==> src/rtl/trs_pkg.sv <==
package trs_pkg;

   // Selects how the output register reacts to a disagreeing comparison.
   typedef enum logic {
      HOLD_WORD = 1'b0,   // whole word frozen on any mismatch
      HOLD_BIT  = 1'b1    // each bit behaves as its own C-element
   } hold_mode_e;

endpackage

==> src/rtl/trs_phase_gen.sv <==
module trs_phase_gen #(
   parameter int TICKS     = 8,
   parameter int DLY_TICKS = 3
) (
   input  logic clk,
   input  logic rst,
   output logic stb_early,
   output logic stb_late,
   output logic stb_cmp
);

   localparam int PW = (TICKS > 2) ? $clog2(TICKS) : 1;
   localparam logic [PW-1:0] PH_LAST = PW'(TICKS - 1);
   localparam logic [PW-1:0] PH_LATE = PW'(DLY_TICKS);

   logic [PW-1:0] ph_q;
   logic          cmp_q;

   always_ff @(posedge clk) begin
      if (rst) begin
         ph_q <= '0;
      end else if (ph_q == PH_LAST) begin
         ph_q <= '0;
      end else begin
         ph_q <= ph_q + 1'b1;
      end
   end

   assign stb_early = (ph_q == '0);
   assign stb_late  = (ph_q == PH_LATE);

   // The comparison runs one tick after the late capture lands.
   always_ff @(posedge clk) begin
      if (rst) begin
         cmp_q <= 1'b0;
      end else begin
         cmp_q <= stb_late;
      end
   end

   assign stb_cmp = cmp_q;

endmodule

==> src/rtl/trs_capture.sv <==
module trs_capture #(
   parameter int DW = 8
) (
   input  logic          clk,
   input  logic          rst,
   input  logic          stb_early,
   input  logic          stb_late,
   input  logic [DW-1:0] din,
   output logic [DW-1:0] cap_early,
   output logic [DW-1:0] cap_late
);

   always_ff @(posedge clk) begin
      if (rst) begin
         cap_early <= '0;
      end else if (stb_early) begin
         cap_early <= din;
      end
   end

   always_ff @(posedge clk) begin
      if (rst) begin
         cap_late <= '0;
      end else if (stb_late) begin
         cap_late <= din;
      end
   end

endmodule

==> src/rtl/trs_hold_stage.sv <==
module trs_hold_stage
   import trs_pkg::*;
#(
   parameter int         DW        = 8,
   parameter hold_mode_e HOLD_MODE = HOLD_WORD
) (
   input  logic          clk,
   input  logic          rst,
   input  logic          go,
   input  logic [DW-1:0] cap_early,
   input  logic [DW-1:0] cap_late,
   output logic [DW-1:0] out_q,
   output logic          vld_q,
   output logic          err_q,
   output logic          retry_q,
   output logic [DW-1:0] diff_q
);

   logic [DW-1:0] diff_w;
   logic          agree_w;

   assign diff_w  = cap_early ^ cap_late;
   assign agree_w = (diff_w == '0);

   // Result strobes and retry level.
   always_ff @(posedge clk) begin
      if (rst) begin
         vld_q   <= 1'b0;
         err_q   <= 1'b0;
         retry_q <= 1'b0;
         diff_q  <= '0;
      end else begin
         vld_q <= go & agree_w;
         err_q <= go & ~agree_w;
         if (go) begin
            diff_q  <= diff_w;
            retry_q <= ~agree_w;
         end
      end
   end

   // Output register variant.
   generate
      if (HOLD_MODE == HOLD_WORD) begin : g_word
         always_ff @(posedge clk) begin
            if (rst) begin
               out_q <= '0;
            end else if (go && agree_w) begin
               out_q <= cap_early;
            end
         end
      end else begin : g_bit
         for (genvar i = 0; i < DW; i++) begin : g_cel
            logic cel_q;
            always_ff @(posedge clk) begin
               if (rst) begin
                  cel_q <= 1'b0;
               end else if (go && !diff_w[i]) begin
                  cel_q <= cap_early[i];
               end
            end
            assign out_q[i] = cel_q;
         end
      end
   endgenerate

endmodule

==> src/rtl/trs_sampler_top.sv <==
module trs_sampler_top
   import trs_pkg::*;
#(
   parameter int         DW        = 8,
   parameter int         TICKS     = 8,
   parameter int         DLY_TICKS = 3,
   parameter hold_mode_e HOLD_MODE = HOLD_WORD
) (
   input  logic          clk,
   input  logic          rst,
   input  logic [DW-1:0] samp_in,
   output logic [DW-1:0] held_out,
   output logic          held_vld,
   output logic          mis_pulse,
   output logic          redo_req,
   output logic [DW-1:0] mis_bits
);

   // Elaboration-time parameter checks.
   generate
      if (DW < 1) begin : g_bad_dw
         $error("trs_sampler_top: DW must be at least 1");
      end
      if (TICKS < 2) begin : g_bad_ticks
         $error("trs_sampler_top: TICKS must be at least 2");
      end
      if (DLY_TICKS < 1 || DLY_TICKS >= TICKS) begin : g_bad_dly
         $error("trs_sampler_top: DLY_TICKS must lie in 1..TICKS-1");
      end
   endgenerate

   logic          stb_early;
   logic          stb_late;
   logic          stb_cmp;
   logic [DW-1:0] cap_early;
   logic [DW-1:0] cap_late;

   trs_phase_gen #(
      .TICKS     (TICKS),
      .DLY_TICKS (DLY_TICKS)
   ) phase_i (
      .clk       (clk),
      .rst       (rst),
      .stb_early (stb_early),
      .stb_late  (stb_late),
      .stb_cmp   (stb_cmp)
   );

   trs_capture #(
      .DW (DW)
   ) cap_i (
      .clk       (clk),
      .rst       (rst),
      .stb_early (stb_early),
      .stb_late  (stb_late),
      .din       (samp_in),
      .cap_early (cap_early),
      .cap_late  (cap_late)
   );

   trs_hold_stage #(
      .DW        (DW),
      .HOLD_MODE (HOLD_MODE)
   ) hold_i (
      .clk       (clk),
      .rst       (rst),
      .go        (stb_cmp),
      .cap_early (cap_early),
      .cap_late  (cap_late),
      .out_q     (held_out),
      .vld_q     (held_vld),
      .err_q     (mis_pulse),
      .retry_q   (redo_req),
      .diff_q    (mis_bits)
   );

endmodule

==> config.mk <==
export PLATFORM = sky130hd
export DESIGN_NAME = trs_sampler_top
export DESIGN_NICKNAME = d
export VERILOG_FILES = /design/src/rtl/trs_pkg.sv /design/src/rtl/trs_phase_gen.sv /design/src/rtl/trs_capture.sv /design/src/rtl/trs_hold_stage.sv /design/src/rtl/trs_sampler_top.sv
export SDC_FILE = /design/constraint.sdc
export NUM_CORES = 1
export LEC_CHECK = 0
export CORE_UTILIZATION = 45
export CTS_CLUSTER_SIZE = 25
export DETAILED_ROUTE_END_ITERATION = 16
export PLACE_DENSITY = 0.69
export SYNTH_ARGS = -nofsm -noshare
export SYNTH_HDL_FRONTEND = slang
export SYNTH_SLANG_ARGS = --single-unit
==> constraint.sdc <==
create_clock -name clk -period 1.6 [get_ports clk]
set_input_delay 0.32 -clock clk [delete_from_list [all_inputs] [get_ports clk]]
set_output_delay 0.32 -clock clk [all_outputs]
set_load 0.05 [all_outputs]
==> results.sh <==
export IMPL_outcome="complete, no violations"
export IMPL_drc=0
export IMPL_final_util=0.600
export IMPL_hold_class="reg -> reg"
export IMPL_cts_setup_buffers=0
export IMPL_drive_gt1_frac=0.177
export IMPL_n_fill_cell=291
export IMPL_synth_edf_count=0
export IMPL_start_util=0.479
export IMPL_ctsHoldBuffers=0
export IMPL_cts_buffers=5
export IMPL_ys_warn_count=0
export IMPL_overflow=0
export IMPL_antenna_found_initial=0
export IMPL_track_usage=0.174
export IMPL_synth_seq_cells=39
export IMPL_cp_cell_sequence="xnor2_1, nand4_1, nor3_2, buf_4, mux2i_1"
export IMPL_powerDensity_nw_per_um2=1000
export IMPL_power_leakage_nw=0.719
export IMPL_synth_area_per_cell_sq_um=9.40
export IMPL_report_final_slew_viol_count=0
export IMPL_rows=20
export IMPL_drt_iter0_markers=28
export IMPL_cap_violations=0
export IMPL_final_seq_area_sq_um=781
export IMPL_fin_crit_ns=1.47
export IMPL_root_buffer="clkbuf_4"
export IMPL_dieArea_sq_um=3530
export IMPL_crit_type="reg -> reg"
export IMPL_synth_main_ff_cell="dfxtp_1"
export IMPL_critical_path_max_fanout=9
export IMPL_clkTransAtPathRegs_ns=0.11
export IMPL_cp_arrival_ns=1.74
export IMPL_worstSetupEndpointType="register"
export IMPL_cts_htree_levels=2
export IMPL_cts_resized=0
export IMPL_synthCells=158
export IMPL_finalClockSkew_ns=0.00352
export IMPL_yosys_cell_types_count=21
export IMPL_timing_final_crit_share=0.917
export IMPL_grt_pass1_wl_um=4440
export IMPL_hpwl_um=2090
export IMPL_cts_buffer_depth=2
export IMPL_cts_sinks=39
export IMPL_crit_buf_inv=1
export IMPL_clock_latency_ns=0.33
export IMPL_vdd_ir_drop_max_v=0.000556
export IMPL_cts_tree="built"
export IMPL_max_freq_mhz=682
export IMPL_syn_to_final_growth_pct=25.4
export IMPL_multi_input_area_sq_um=642
export IMPL_vias=1140
export IMPL_core_area_sq_um=3100
export IMPL_wl_per_cell_um=11.7
export IMPL_grt_pass1_vias=1071
export IMPL_slowest_delay_ns=0.36
export IMPL_die_y_um=59.5
export IMPL_cp_required_ns=1.87
export IMPL_port_buffers=28
export IMPL_first_pass_iters=4
export IMPL_setup_viol_count_final=0
export IMPL_fin_tns_setup_ns=0
export IMPL_worst_slew_pin_slew_ns=0.330
export IMPL_crit_path_top_delay_cell="dfxtp_1"
export IMPL_avgViaCountPerCell=4.83
export IMPL_diodes=0
export IMPL_io_pins=29
export IMPL_wirelength_um=2770
export IMPL_slew_headroom=0.779
export IMPL_die_w_um=59.5
export IMPL_final_hold_violation_count=0
export IMPL_fin_nets=205
export IMPL_seq_area_frac_synth=0.526
export IMPL_crit_family="simple AND/OR/NAND/NOR gates"
export IMPL_grt_max_degree=31
export IMPL_synthArstFlopShare=0
export IMPL_rsz0062_at_grt="false"
export IMPL_drtAntennaViolNets=0
export IMPL_start_kind="register"
export IMPL_syn_area_sq_um=1490
export IMPL_gp_congestion=0.769
export IMPL_synth_nets=172
cells in the final DEF, fill, tap and decap left out:
cell type,n
dfxtp_1,39
nand2_1,33
buf_4,25
nor2_1,17
mux2i_1,16
clkdlybuf4s50_1,9
xnor2_1,8
a211oi_1,8
a21oi_1,8
clkbuf_4,5
inv_1,4
ha_1,4
nor3_1,3
nand4_1,2
nor2b_1,2
clkbuf_8,2
clkinv_1,1
nor3_2,1
nor4_1,1
o211a_1,1
nor3b_1,1
clkbuf_1,1
buf_12,1
state kept, by name (all words and copies together) (netlist names):
register / cells
cap_i.cap_early: 8
cap_i.cap_late: 8
hold_i.diff_q: 8
hold_i.out_q: 8
phase_i.ph_q: 3
hold_i.err_q: 1
hold_i.retry_q: 1
hold_i.vld_q: 1
phase_i.stb_cmp: 1
report_power, final:
group | internal, mW | leakage, nW | switching [mW]
Sequential | 1.01 | 0.317 | 0.0316
Clock | 0.259 | 0.0386 | 0.301
Combinational | 0.111 | 0.364 | 0.153
cell type report:
type                            count  share of cell area
Multi-Input combinational cell    105               0.345
Inverter                            5              0.0101
Tap cell                           44              0.0295
Clock buffer                        8              0.0369
Timing Repair Buffer               35               0.160
Sequential cell                    39               0.419
worst paths after layout:
path                                                       from                           end  slack (ns)  depth (start not counted)
worst max register to register  cap_i.cap_early[7]$_SDFFE_PP0N_  hold_i.out_q[1]$_SDFFE_PP0P_        0.13                          5
worst min-delay path               hold_i.out_q[5]$_SDFFE_PP0P_  hold_i.out_q[5]$_SDFFE_PP0P_        0.47                          2
worst max-delay path            cap_i.cap_early[7]$_SDFFE_PP0N_  hold_i.out_q[1]$_SDFFE_PP0P_        0.13                          5
worst min register to register     hold_i.out_q[5]$_SDFFE_PP0P_  hold_i.out_q[5]$_SDFFE_PP0P_        0.47                          2
layer usage:
layer  vias up  share of wire  GRT usage
li1        586              -          -
met1       527           0.44      0.186
met2        22           0.51      0.311
met3         5          0.045     0.0655
met4         0          0.012     0.0612
met5         -              0          0
Yosys cell counts, types with 2 or more instances:
| cell | number | area, sq um |
|---|---|---|
| dfxtp_1 | 39 | 781 |
| nand2_1 | 33 | 124 |
| nor2_1 | 17 | 63.8 |
| mux2i_1 | 16 | 160 |
| a211oi_1 | 8 | 60.1 |
| a21oi_1 | 8 | 40.0 |
| xnor2_1 | 8 | 70.1 |
| ha_1 | 4 | 50.1 |
| inv_1 | 4 | 15.0 |
| buf_1 | 3 | 11.3 |
| clkbuf_1 | 3 | 11.3 |
| nor3_1 | 3 | 15.0 |
| buf_2 | 2 | 10.0 |
| nand4_1 | 2 | 12.5 |
| nor2b_1 | 2 | 12.5 |
through the flow:
| stage | hold slack, ns | power (mW) | setup slack, ns | area, sq um | cells |
|---|---|---|---|---|---|
| finish | 0.469 | 1.87 | 0.133 | 1860 | 236 |
| global route | 0.484 | 1.97 | 0.0107 | 1860 | 236 |
| CTS | 0.472 | 1.89 | 0.130 | 1860 | 236 |
| detailed placement | 0.456 | 1.34 | 0.151 | 1790 | 228 |
| global placement | 0.441 | 1.33 | 0.178 | 1790 | 228 |
| floorplan | 0.431 | 1.24 | 0.373 | 1490 | 158 |
tightest hold or removal path, cell delays in order (launching register included):
cell and delay (ns):
dfxtp_1 0.33, nand2_1 0.05, mux2i_1 0.05
cell families after synthesis:
| group | Yosys count | synth area share |
|---|---|---|
| AO/OA/AOI/OAI | 17 | 0.0741 |
| flip-flops | 39 | 0.526 |
| AND/OR/NAND/NOR | 60 | 0.169 |
| buffers and inverters | 14 | 0.0421 |
| adder cells (fa/ha/maj) | 4 | 0.0337 |
| XOR/XNOR | 8 | 0.0472 |
| multiplexers | 16 | 0.108 |
No activity file was read; power rests on OpenSTA's default activity.
